`src/rtl/bcd_ser_pkg.sv`:
```
// Package: shared constants for the serial BCD adder-subtractor.
// Assumes one digit is four bits wide and is streamed LSB first.
package bcd_ser_pkg;
    localparam int DIGIT_W = 4;
    localparam int MAX_DEC = 9;
    localparam int CORR_W1 = 1;  // index of lower set bit of the +/-6 pattern
    localparam int CORR_W2 = 2;  // index of upper set bit of the +/-6 pattern

    // One-hot bit-phase strobes of a digit
    typedef struct packed {
        logic p8;
        logic p4;
        logic p2;
        logic p1;
    } phase_t;
endpackage

```
`src/rtl/bcd_op_adder.sv`:
```
// Module: bcd_op_adder
// Operand serial adder-subtractor with its carry/borrow latch.
// Forms b+a or b-a bit by bit. At the weight-8 phase it combines the
// earlier raw bits (prev_bits) with the current bit into a digit and
// turns the binary carry into a decimal carry. It clears the latch when
// end_num accompanies ph8.
// Assumes prev_bits holds raw bits of weights 4,2,1 (MSB first) at ph8.
module bcd_op_adder #(
    parameter int DIGIT_W = bcd_ser_pkg::DIGIT_W,
    parameter int MAX_DEC = bcd_ser_pkg::MAX_DEC
) (
    input  logic               clk,
    input  logic               rst_n,
    input  logic               a_bit,
    input  logic               b_bit,
    input  logic               sub,
    input  logic               ph8,
    input  logic               end_num,
    input  logic [DIGIT_W-2:0] prev_bits,
    output logic               raw_bit,
    output logic [DIGIT_W-1:0] raw_digit,
    output logic               dec_carry
);
    logic cy_q;
    logic bin_next;
    logic over_max;

    // Raw sum/difference bit and the binary carry or borrow it produces
    always_comb begin
        raw_bit = b_bit ^ a_bit ^ cy_q;
        if (sub)
            bin_next = (~b_bit & a_bit) | (~(b_bit ^ a_bit) & cy_q);
        else
            bin_next = (b_bit & a_bit) | ((b_bit ^ a_bit) & cy_q);
    end

    // Digit assembly and decimal carry decision for the weight-8 phase
    always_comb begin
        raw_digit = {raw_bit, prev_bits};
        over_max  = (raw_digit > DIGIT_W'(MAX_DEC));
        dec_carry = bin_next | over_max;
    end

    // Carry latch: binary carry within a digit, decimal carry across digits
    always_ff @(posedge clk) begin
        if (!rst_n)
            cy_q <= 1'b0;
        else if (ph8)
            cy_q <= end_num ? 1'b0 : dec_carry;
        else
            cy_q <= bin_next;
    end

    // the first bit after an end-of-number strobe adds with no carry-in
    assert_end_clears_R5: assert property (@(posedge clk) disable iff (!rst_n)
        (ph8 && end_num) |=> (raw_bit == (a_bit ^ b_bit)));
endmodule

```
`src/rtl/bcd_digit_delay.sv`:
```
// Module: bcd_digit_delay
// Shift register one digit long. Raw bits enter at the top and leave at
// the bottom exactly DIGIT_W clocks later. The newest DIGIT_W-1 bits are
// exposed so the digit can be assembled at the weight-8 phase.
// Assumes DIGIT_W is 4 (the delay check below uses a fixed depth).
module bcd_digit_delay #(
    parameter int DIGIT_W = bcd_ser_pkg::DIGIT_W
) (
    input  logic               clk,
    input  logic               rst_n,
    input  logic               in_bit,
    output logic               out_bit,
    output logic [DIGIT_W-2:0] recent
);
    localparam int CNT_W = $clog2(DIGIT_W + 1);

    logic [DIGIT_W-1:0] sr_q;
    logic [CNT_W-1:0]   fill_q;

    // Shift one raw bit in per clock
    always_ff @(posedge clk) begin
        if (!rst_n)
            sr_q <= '0;
        else
            sr_q <= {in_bit, sr_q[DIGIT_W-1:1]};
    end

    // Output taps: oldest bit leaves, newer bits feed digit assembly
    always_comb begin
        out_bit = sr_q[0];
        recent  = sr_q[DIGIT_W-1:1];
    end

    // Clocks since reset, saturating at the delay depth (checker only)
    always_ff @(posedge clk) begin
        if (!rst_n)
            fill_q <= '0;
        else if (fill_q != CNT_W'(DIGIT_W))
            fill_q <= fill_q + 1'b1;
    end

    // each bit leaves exactly one digit period after it entered
    assert_digit_delay_R3: assert property (@(posedge clk) disable iff (!rst_n)
        (fill_q == CNT_W'(DIGIT_W)) |-> (out_bit == $past(in_bit, 4)));
endmodule

```
`src/rtl/bcd_correct_adder.sv`:
```
// Module: bcd_correct_adder
// Reduced serial adder that adds or subtracts 0110 to the delayed digit.
// The addend is nonzero only at the weight-2 and weight-4 phases. The
// carry into the weight-1 bit is forced to zero by masking the carry
// latch at ph1.
// Assumes corr_en and corr_sub stay constant across the digit.
module bcd_correct_adder (
    input  logic clk,
    input  logic rst_n,
    input  logic d_bit,
    input  logic ph1,
    input  logic ph2,
    input  logic ph4,
    input  logic corr_en,
    input  logic corr_sub,
    output logic s_bit
);
    logic cc_q;
    logic k_bit;
    logic cin;
    logic c_next;

    // Correction addend bit and carry-in, zero carry at digit start
    always_comb begin
        k_bit = corr_en & (ph2 | ph4);
        cin   = ph1 ? 1'b0 : cc_q;
        s_bit = d_bit ^ k_bit ^ cin;
        if (corr_sub)
            c_next = (~d_bit & k_bit) | (~(d_bit ^ k_bit) & cin);
        else
            c_next = (d_bit & k_bit) | ((d_bit | k_bit) & cin);
    end

    // Correction carry/borrow latch between bits of a digit
    always_ff @(posedge clk) begin
        if (!rst_n)
            cc_q <= 1'b0;
        else
            cc_q <= c_next;
    end

    // the weight-1 bit passes through the correction untouched
    assert_corr_bit1_R1: assert property (@(posedge clk) disable iff (!rst_n)
        ph1 |-> (s_bit == d_bit));
endmodule

```
`src/rtl/bcd_serial_addsub.sv`:
```
// Module: bcd_serial_addsub (top)
// Serial BCD adder-subtractor: operand adder -> one-digit delay ->
// decimal correction. The decimal carry decided at ph8 is held for the
// following digit period. It selects the correction and drives
// digit_carry.
// Assumes exactly one phase strobe per clock and sub constant per number.
module bcd_serial_addsub (
    input  logic clk,
    input  logic rst_n,
    input  logic a_bit,
    input  logic b_bit,
    input  logic sub,
    input  logic ph1,
    input  logic ph2,
    input  logic ph4,
    input  logic ph8,
    input  logic end_num,
    output logic sum_bit,
    output logic digit_carry
);
    import bcd_ser_pkg::*;

    bcd_ser_pkg::phase_t ph;
    logic               raw_bit;
    logic [DIGIT_W-1:0] raw_digit;
    logic               dec_carry;
    logic               delayed_bit;
    logic [DIGIT_W-2:0] recent_bits;
    logic               dc_q;
    logic               csub_q;

    // Collect the strobes into one phase vector
    always_comb begin
        ph = '{p8: ph8, p4: ph4, p2: ph2, p1: ph1};
    end

    bcd_op_adder #(
        .DIGIT_W (DIGIT_W),
        .MAX_DEC (MAX_DEC)
    ) u_op (
        .clk       (clk),
        .rst_n     (rst_n),
        .a_bit     (a_bit),
        .b_bit     (b_bit),
        .sub       (sub),
        .ph8       (ph.p8),
        .end_num   (end_num),
        .prev_bits (recent_bits),
        .raw_bit   (raw_bit),
        .raw_digit (raw_digit),
        .dec_carry (dec_carry)
    );

    bcd_digit_delay #(
        .DIGIT_W (DIGIT_W)
    ) u_dly (
        .clk     (clk),
        .rst_n   (rst_n),
        .in_bit  (raw_bit),
        .out_bit (delayed_bit),
        .recent  (recent_bits)
    );

    // Hold the digit's decimal carry and mode for its output period
    always_ff @(posedge clk) begin
        if (!rst_n) begin
            dc_q   <= 1'b0;
            csub_q <= 1'b0;
        end else if (ph.p8) begin
            dc_q   <= dec_carry;
            csub_q <= sub;
        end
    end

    bcd_correct_adder u_cor (
        .clk      (clk),
        .rst_n    (rst_n),
        .d_bit    (delayed_bit),
        .ph1      (ph.p1),
        .ph2      (ph.p2),
        .ph4      (ph.p4),
        .corr_en  (dc_q),
        .corr_sub (csub_q),
        .s_bit    (sum_bit)
    );

    // Drive the carry flag output from the held decision
    always_comb begin
        digit_carry = dc_q;
    end

    // phase strobes are one-hot or idle
    assert_phase_onehot_R3: assert property (@(posedge clk) disable iff (!rst_n)
        $onehot0(ph));

    // the carry flag only changes after a digit end
    assert_carry_hold_R4: assert property (@(posedge clk) disable iff (!rst_n)
        !ph8 |=> $stable(digit_carry));

    // a raw digit above nine always yields a decimal carry
    assert_carry_gt9_R4: assert property (@(posedge clk) disable iff (!rst_n)
        (ph8 && (raw_digit > DIGIT_W'(MAX_DEC))) |=> digit_carry);
endmodule

```
`config.mk`:
```
export PLATFORM = sky130hd
export DESIGN_NAME = bcd_serial_addsub
export DESIGN_NICKNAME = d
export VERILOG_FILES = /design/src/rtl/bcd_ser_pkg.sv /design/src/rtl/bcd_op_adder.sv /design/src/rtl/bcd_digit_delay.sv /design/src/rtl/bcd_correct_adder.sv /design/src/rtl/bcd_serial_addsub.sv
export SDC_FILE = /design/constraint.sdc
export NUM_CORES = 1
export LEC_CHECK = 0
export BUFFER_PORTS_ARGS = -buffer_cell sky130_fd_sc_hd__buf_2
export CAP_MARGIN = 20
export CORE_AREA = 2 2 39 41
export DETAILED_ROUTE_END_ITERATION = 6
export DIE_AREA = 0 0 41 43
export GPL_TIMING_DRIVEN = 0
export PLACE_DENSITY = 0.59
export RECOVER_POWER = 100
export SLEW_MARGIN = 20
export SYNTH_ARGS = -nofsm -noshare
export SYNTH_HDL_FRONTEND = slang
export SYNTH_SLANG_ARGS = --single-unit
```
`constraint.sdc`:
```
create_clock -name clk -period 1.2 [get_ports clk]
set_input_delay 0.12 -clock clk [delete_from_list [all_inputs] [get_ports clk]]
set_output_delay 0.12 -clock clk [all_outputs]
set_load 0.05 [all_outputs]
```
==> results by group, run 1 <==
Critical path
  • Worst Setup End Kind: primary output
  • Top fanout value on the critical path: 2
  • Worst endpoint required time: 1.08 ns
  • Slowest CP cell: fa_1
  • Max incr delay on CP: 0.55 ns
  • Critical path launch point type: flop
  • CP Data Arrival Time: 1.52 ns
  • Worst path cell trace: o21a_4 > fa_1 > clkinvlp_4 > buf_8
  • Reg2Reg Setup Slack: -0.05 ns
  • Crit Path Category: reg2out
  • Worst setup path start: digit_carry
  • Worst R2R Start: u_op.cy_q

GRT
  • Vias in the first global route: 312
  • Initial antenna violation count: 0
  • Largest net degree at the start of global routing: 10
  • Overflow left after global routing: 0
  • GRT Total Usage: 0.1040
  • First-pass GRT wire length: 1173 um

Route
  • Drt first pass iters: 1
  • WL final: 722 um
  • ANT nets after route: 0
  • Via count: 282
  • Drt drc: 0
  • DR iter-0 viols: 0
  • Via density per instance: 4.147
  • Routed wire per std cell: 10.62 um

Timing
  • Tightest Pin Transition: 0.2744 ns
  • Hold Fails Final Rpt: 0
  • Final clock skew: 0.01319 ns
  • Fin crit period: 1.640 ns
  • FMAX: 0.6098 GHz
  • Unrepaired setup endpoints after global routing: true
  • Final Cycle Share: 1.367
  • Finish-stage setup viols: 4
  • Hold WS: 0.09677 ns
  • Slew Viols, Final: 0
  • Max-slew headroom: 0.8178
  • Post-route setup slack: -0.4398 ns

Status
  • Status: finished with violations
  • Failing checks: setup timing

Yosys
  • Synth async-reset ratio: 0
  • Synth top area share: 0.4197
  • Synthesized area: 381.6 um^2
  • Number of distinct library cells after synthesis: 12
  • Synthesized instance count: 35
  • Synthesized Nets: 49
  • Synthesized area per cell: 10.90 um^2
  • Most frequent cell after synthesis: dfxtp_1
  • Warnings, synthesis: 0
  • Synth top area cells: dfxtp_1 (42%), fa_1 (21%), mux2i_1 (7.9%), and2_1 (6.6%), inv_1 (4.9%)
  • Post-synth top flop: dfxtp_1
  • Post-synthesis sequential area ratio: 0.4197
  • Synth top cells by count: dfxtp_1 (8), inv_1 (5), and2_1 (4), fa_1 (4)
  • Yosys top cell by area: dfxtp_1
  • #FFs+latches synth: 8
  • Post-synth EDFFs: 0

Cells and area
  • Share of cells above drive strength 1: 0.5000
  • Synthesis-to-finish area growth: 40.66%
  • Nets: 67
  • # fillers: 160
  • Antenna diode count: 0

Die
  • Die Y: 43 um
  • Horiz. Die Dim: 41 um
  • Cell Rows: 14
  • Die area: 1763 um^2
  • Initial Utilization: 0.2758
  • Ports: 12
  • Core area: 1384 um^2

CTS
  • H-tree depth: 1
  • CTS tree: done
  • Clock buffer count from CTS: 3
  • Clk buf depth: 2
  • Latest clock arrival within the worst-skew pair: 0.26 ns
  • CTS clock-pin slew for the worst setup and hold paths: 0.06 ns
  • Clock Sinks: 8
  • Clock root buffer master: clkbuf_4

Power and ir drop
  • PD cells: 1239 nW/um^2
  • Sequential share of power: 0.440
  • Max VDD drop: 0.0005835 V
  • Clock group share of total power: 0.343
  • Static Leak: 0.0002253 uW
  • Psw: 186.3 uW
  • Combinational power share: 0.217
  • Sw Ratio: 0.2801
  • Int Power: 478.9 uW

Hold path
  • Min-Delay Path Class: in2reg
  • Hold_sp: ph8

Placed design
  • Setup WS pre-CTS: -0.2508 ns
  • GPL Wtd Cong: 0.6279
  • Buffers added on ports: 11
  • DP Wirelength: 520.7 um

Flow run
  • MaxCap Viol Count: 0
[placed cells by master, fill, tap and decap left out, drive strengths merged]
master    count
buf          12
dfxtp         8
clkbuf        5
inv           4
fa            4
and2          4
mux2i         3
nor2b         3
nand3b        2
o21a          2
o21ai         2
clkinvlp      1
nor2          1
a21oi         1
[cells by family (layout without fill, tap and decap cells)]
logic type | after synthesis | count (layout) | synth area share
flops | 8 | 8 | 0.4197
buf+inv | 5 | 22 | 0.04919
compound gates | 5 | 5 | 0.07864
mux | 3 | 3 | 0.07869
simple gates | 10 | 10 | 0.1639
fa+ha+maj | 4 | 4 | 0.2098
[through the flow]
stage / cell area [um^2] / cells / TNS (ns) / util / total power (uW)
after CTS: 526.8 / 68 / -0.6812 / 0.3807 / 672.1
final: 536.8 / 68 / -0.5390 / 0.3879 / 665.2
after detailed placement: 464.2 / 62 / -0.3889 / 0.3354 / 414.4
after floorplan: 389.1 / 35 / -0.2756 / - / 374.9
after global routing: 536.8 / 68 / -0.7470 / 0.3879 / 706.9
after global placement: 464.2 / 62 / -0.3537 / 0.3354 / 410.1
[flip-flops by register name, indices dropped and copies added (netlist names)]
signal       flops
digit_carry      1
u_cor.cc_q       1
csub_q           1
u_dly.sr_q       4
u_op.cy_q        1
[worst max-delay path: cells and delay by family, from the launching register on]
family          cells  cell delay (ns)
buf+inv             2             0.25
flops               1             0.34
compound gates      1             0.12
fa+ha+maj           1             0.55
[power by group through the flow]
stage / Clock, uW / Sequential (uW) / Combinational [uW]
floorplan: 0 / 307 / 68.1
finish: 228 / 293 / 144
CTS: 237 / 293 / 143
global route: 253 / 294 / 160
global placement: 0 / 297 / 113
detailed placement: 0 / 297 / 117
[path summary, 6_finish.rpt]
check | depth (start not counted) | to
setup / recovery | 4 | sum_bit
hold / removal | 2 | digit_carry
setup reg to reg | 5 | digit_carry
hold reg to reg | 1 | u_dly.sr_q[0]
[final cells by class]
cell class | count | area (um^2) | area share
Inverter | 5 | 22.52 | 0.04196
Sequential cell | 8 | 166.4 | 0.3100
Timing Repair Buffer | 13 | 80.08 | 0.1492
Clock buffer | 4 | 26.28 | 0.04895
Tap cell | 16 | 20.02 | 0.03730
Multi-Input combinational cell | 22 | 221.5 | 0.4126
[metal layers]
metal,GRT usage,share of wire,up-vias
li1,-,-,141
met1,0.1148,0.38,131
met3,0.03141,0.054,0
met5,0,0,-
met2,0.1563,0.57,10
met4,0.08000,0,0
[timing repair]
action,4_1_cts,5_1_grt
hold buffers,0,0
endpoints found under the setup margin,3,4
pin swaps,2,2
gates resized for setup,7,4
setup buffers,2,0
(Power assumes the default switching activity.)
==> inputs of run 2 (changes only) <==
--- a/config.mk
+++ b/config.mk
@@ -11,6 +11,7 @@
 export DETAILED_ROUTE_END_ITERATION = 6
 export DIE_AREA = 0 0 41 43
 export GPL_TIMING_DRIVEN = 0
+export HOLD_SLACK_MARGIN = 0.12
 export PLACE_DENSITY = 0.59
 export RECOVER_POWER = 100
 export SLEW_MARGIN = 20
==> run 2 against run 1 <==
  * The flow still finishes with violations (setup timing)
  * Count of clock-buffer cells in the layout is the same
  * Register-to-register slack is essentially flat
  * Combinational power grew 3%
  * Clock power is essentially flat
  * Non-clock buffer count grew 2
  * Worst setup slack is essentially flat
  * Sequential cell count is the same
  * Sequential power is essentially flat
  * Sequential share of layout area shrank 1.0 points
  * Critical path type unchanged
==> results by group, run 2 (synthesis gave the netlist of run 1 again) <==
Status
  • Status: finished with violations
  • Failing checks: setup timing

Route
  • Via count: 290
  • WL final: 735 um
  • Via density per instance: 4.143
  • DR iter-0 viols: 0
  • ANT nets after route: 0
  • Drt first pass iters: 1
  • Drt drc: 0
  • Routed wire per std cell: 10.50 um

CTS
  • Clock buffer count from CTS: 3
  • CTS clock-pin slew for the worst setup and hold paths: 0.06 ns
  • Clock root buffer master: clkbuf_4
  • Clk buf depth: 2
  • CTS tree: done
  • Clock Sinks: 8
  • Latest clock arrival within the worst-skew pair: 0.26 ns
  • H-tree depth: 1

Timing
  • Tightest Pin Transition: 0.2744 ns
  • Max-slew headroom: 0.8178
  • FMAX: 0.6098 GHz
  • Post-route setup slack: -0.4399 ns
  • Finish-stage setup viols: 4
  • Hold Fails Final Rpt: 0
  • Unrepaired setup endpoints after global routing: true
  • Final clock skew: 0.01323 ns
  • Fin crit period: 1.640 ns
  • Slew Viols, Final: 0
  • Final Cycle Share: 1.367

GRT
  • Initial antenna violation count: 0
  • Largest net degree at the start of global routing: 10
  • Overflow left after global routing: 0
  • Vias in the first global route: 321
  • GRT Total Usage: 0.1061
  • First-pass GRT wire length: 1200 um

Critical path
  • Worst setup path start: digit_carry
  • CP Data Arrival Time: 1.52 ns
  • Reg2reg path depth: 5
  • Worst Setup End Kind: primary output
  • End of the critical path: sum_bit
  • Critical path launch point type: flop
  • Worst endpoint required time: 1.08 ns
  • Reg2Reg Capture Point: digit_carry
  • Reg2Reg Setup Slack: -0.05 ns
  • Top fanout value on the critical path: 2
  • Worst R2R Start: u_op.cy_q
  • Crit Path Category: reg2out

Die
  • Initial Utilization: 0.2758
  • Die area: 1763 um^2
  • Core area: 1384 um^2
  • Cell Rows: 14
  • Die Y: 43 um
  • Ports: 12
  • Horiz. Die Dim: 41 um

Placed design
  • Setup WS pre-CTS: -0.2508 ns
  • Placed instance area: 464.2 um^2
  • DP Wirelength: 520.7 um
  • GPL Wtd Cong: 0.6279
  • Buffers added on ports: 11

Power and ir drop
  • Psw: 187.4 uW
  • Sequential share of power: 0.437
  • Sw Ratio: 0.2797
  • Max VDD drop: 0.0005841 V
  • Static Leak: 0.0002309 uW
  • PD cells: 1206 nW/um^2
  • Clock group share of total power: 0.340
  • Combinational power share: 0.223
  • Int Power: 482.7 uW

Cells and area
  • # fillers: 159
  • Most frequent cells in the layout: buf_2 (8), dfxtp_1 (5), inv_1 (3), fa_1 (3), clkbuf_4 (3)
  • Synthesis-to-finish area growth: 45.57%
  • Area occupied by multi-input gates: 221.5 um^2
  • Share of cells above drive strength 1: 0.4630
  • Nets: 69
  • Top reg by flops: u_dly.sr_q
  • Antenna diode count: 0
  • Max reg flops: 4
  • FF+latch area: 166.4 um^2
  • Post-route design area: 555.5 um^2
  • Leading cell type in the layout, fill and taps excluded: buf_2

Flow run
  • MaxCap Viol Count: 0

Hold path
  • Min-Delay Path Class: in2reg
## run 2: changes by cell type in the layout (fill, tap and decap cells not counted), sizes merged
cell / delta
dlygate4sd3: +2
clkbuf: +1
buf: -1
## run 2: through the flow
step           setup TNS (ns)    util  instances  hold slack [ns]  total power (uW)
5_1_grt               -0.7491  0.4014         70           0.1796             711.7
3_3_place_gp          -0.3537  0.3354         62           0.3597             410.1
6_report              -0.5431  0.4014         70           0.1647             670.1
3_5_place_dp          -0.3889  0.3354         62           0.3565             414.4
4_1_cts               -0.6812  0.3951         70           0.1629             677.1
2_1_floorplan         -0.2756       -         35           0.1993             374.9
## run 2: final cells by class
cell class / instances / area share
Multi-Input combinational cell: 22 / 0.3986
Sequential cell: 8 / 0.2996
Timing Repair Buffer: 15 / 0.1779
Clock buffer: 4 / 0.04730
Inverter: 5 / 0.04054
Tap cell: 16 / 0.03604
## run 2: routing by layer
metal	GRT usage	wire length [um]
met2	0.1625	422
met5	0	0
met4	0.08000	0
met1	0.1148	270
met3	0.03141	43
## run 2: worst max-delay path: stages, from the launching register on
cell and delay [ns]:
dfxtp_4 0.34, o21a_4 0.12, fa_1 0.55, clkinvlp_4 0.10
buf_8 0.15
## run 2: worst min path at each step
stage	start	endpoint	cells after the start
after floorplan	ph8	digit_carry	1
after CTS	rst_n	digit_carry	3
final	rst_n	digit_carry	3
after global placement	ph8	digit_carry	2
after detailed placement	ph8	digit_carry	2
after global routing	rst_n	digit_carry	3
## run 2: power by group through the flow
stage | Combinational, uW | Clock, uW | Sequential [uW]
2_1_floorplan | 68.1 | 0 | 307
3_3_place_gp | 113 | 0 | 297
3_5_place_dp | 117 | 0 | 297
4_1_cts | 148 | 237 | 293
5_1_grt | 165 | 253 | 294
6_report | 149 | 228 | 293
## run 2: what timing repair did
action | 4_1_cts | 5_1_grt
endpoints found under the hold margin | 2 | 0
pin swaps | 2 | 2
gates resized for setup | 7 | 4
hold buffers | 2 | 0
buffers inserted | 2 | 0
endpoints found under the setup margin | 3 | 4
==> inputs of run 3 (changes only) <==
--- a/config.mk
+++ b/config.mk
@@ -5,14 +5,14 @@
 export SDC_FILE = /design/constraint.sdc
 export NUM_CORES = 1
 export LEC_CHECK = 0
-export BUFFER_PORTS_ARGS = -buffer_cell sky130_fd_sc_hd__buf_2
 export CAP_MARGIN = 20
 export CORE_AREA = 2 2 39 41
 export DETAILED_ROUTE_END_ITERATION = 6
 export DIE_AREA = 0 0 41 43
+export DONT_BUFFER_PORTS = 1
 export GPL_TIMING_DRIVEN = 0
 export HOLD_SLACK_MARGIN = 0.12
-export PLACE_DENSITY = 0.59
+export PLACE_DENSITY = 0.51
 export RECOVER_POWER = 100
 export SLEW_MARGIN = 20
 export SYNTH_ARGS = -nofsm -noshare
==> run 3 against run 2 <==
  * The run still ends with setup timing left
  * Sequential share of layout area is 3.5 points higher
  * Wire length down 20%
  * Global-route usage down 1.5 points
  * Count of clock-buffer cells in the layout did not move
  * Clock power decreased by 5%
  * Hold slack lost 0.022 ns
  * Sequential cell count unchanged
==> results by group, run 3 (synthesis gave the netlist of run 1 again) <==
Critical path
  • Worst Setup End Kind: primary output
  • Worst path cell trace: o21a_4 > fa_2 > clkinvlp_4
  • Critical path launch point type: flop
  • Top fanout value on the critical path: 3
  • Slowest CP cell: fa_2
  • CP Data Arrival Time: 1.61 ns
  • Max incr delay on CP: 0.56 ns
  • Worst endpoint required time: 1.08 ns
  • Crit Path Category: reg2out

Timing
  • Slew Viols, Final: 0
  • Final clock skew: 0.005977 ns
  • Finish-stage setup viols: 3
  • FMAX: 0.5791 GHz
  • Tightest Pin Transition: 0.2645 ns
  • Fin crit period: 1.727 ns
  • Unrepaired setup endpoints after global routing: true
  • Post-route setup slack: -0.5270 ns
  • Final Cycle Share: 1.439
  • Hold Fails Final Rpt: 0
  • Max-slew headroom: 0.8231

Cells and area
  • Final instance count without filler cells: 59
  • # fillers: 145
  • Synthesis-to-finish area growth: 28.52%
  • Leading cell type in the layout, fill and taps excluded: dfxtp_1
  • Antenna diode count: 0
  • Nets: 58
  • Max reg flops: 4
  • Most frequent cells in the layout: dfxtp_1 (7), dlygate4sd3_1 (4)
  • Util after Layout: 0.3544
  • Share of cells above drive strength 1: 0.2326
  • Top reg by flops: u_dly.sr_q

Flow run
  • MaxCap Viol Count: 0

Die
  • Cell Rows: 14
  • Initial Utilization: 0.2758
  • Horiz. Die Dim: 41 um
  • Ports: 12
  • Die Y: 43 um
  • Core area: 1384 um^2
  • Die area: 1763 um^2

CTS
  • CTS tree: done
  • Latest clock arrival within the worst-skew pair: 0.25 ns
  • Clk buf depth: 2
  • Clock root buffer master: clkbuf_4
  • CTS clock-pin slew for the worst setup and hold paths: 0.06 ns
  • Setup Fix Bufs, Post-CTS: 0
  • H-tree depth: 1
  • Clock Sinks: 8
  • Clock buffer count from CTS: 3

Route
  • DR iter-0 viols: 0
  • Drt first pass iters: 1
  • Via count: 252
  • Drt drc: 0
  • Routed wire per std cell: 9.966 um
  • WL final: 588 um
  • Via density per instance: 4.271
  • ANT nets after route: 0

Placed design
  • Buffers added on ports: 0
  • DP Wirelength: 452.6 um
  • Placed cell count: 51
  • GPL Wtd Cong: 0.6327

GRT
  • First-pass GRT wire length: 1014 um
  • Overflow left after global routing: 0
  • Initial antenna violation count: 0
  • GRT Total Usage: 0.09137
  • Vias in the first global route: 289
  • Largest net degree at the start of global routing: 10

Power and ir drop
  • Static Leak: 0.0001850 uW
  • Max VDD drop: 0.0003892 V
  • PD cells: 1261 nW/um^2
  • Tot Pwr: 618.5 uW

Hold path
  • Min-Delay Path Class: in2reg

Status
  • Failing checks: setup timing
  • Status: finished with violations
[run 3: cell types whose count changed in the layout (fill, tap and decap cells not counted), sizes merged]
| cell | previous run | this run |
|---|---|---|
| clkbuf | 6 | 4 |
| buf | 11 | 0 |
| dlygate4sd3 | 2 | 4 |
[run 3: path summary, 6_finish.rpt]
kind,start,endpoint,slack [ns],cells after the start
max reg2reg,u_op.cy_q,digit_carry,-0.02,5
min reg2reg,u_dly.sr_q[1],u_dly.sr_q[0],0.42,1
min,sub,u_op.cy_q,0.14,3
max,digit_carry,sum_bit,-0.53,3
[run 3: what timing repair did]
action                                 in CTS  in global routing
pin swaps                                   1                  1
hold buffers                                4                  0
endpoints found under the hold margin       8                  0
resized for setup                           6                  0
setup endpoints to repair                   4                  4
[run 3: worst max-delay path: cells and delay by family, from the launching register on]
family / cells / cell delay [ns]
AOI/OAI and AO/OA: 1 / 0.15
adders and majority gates: 1 / 0.56
DFF: 1 / 0.40
buffers and inverters: 1 / 0.24
[run 3: final cells by class]
class	count	area (um^2)	share of cell area
Clock buffer	4	26.28	0.05357
Multi-Input combinational cell	22	217.7	0.4439
Sequential cell	8	163.9	0.3342
Tap cell	16	20.02	0.04082
Inverter	5	22.52	0.04592
Timing Repair Buffer	4	40.04	0.08163
[run 3: report_power, final]
part / internal (uW) / switching [uW]
registers: 284 / 21.3
clock network: 127 / 88.7
logic: 45.1 / 52.5
total: 456 / 162
[run 3: metal layers]
layer	share of wire	GRT usage
met5	0	0
met4	0	0.1000
met3	0.036	0.03141
met2	0.54	0.1313
met1	0.42	0.09000
[run 3: stage by stage]
stage	setup TNS (ns)	area, um^2	setup slack, ns	hold slack (ns)
floorplan	-0.2756	389.1	-0.2635	0.1993
global placement	-0.4005	409.1	-0.2823	0.2051
detailed placement	-0.4861	409.1	-0.2950	0.2036
CTS	-0.5966	491.7	-0.5441	0.1269
global route	-0.7959	490.5	-0.5715	0.1731
finish	-0.5628	490.5	-0.5270	0.1426
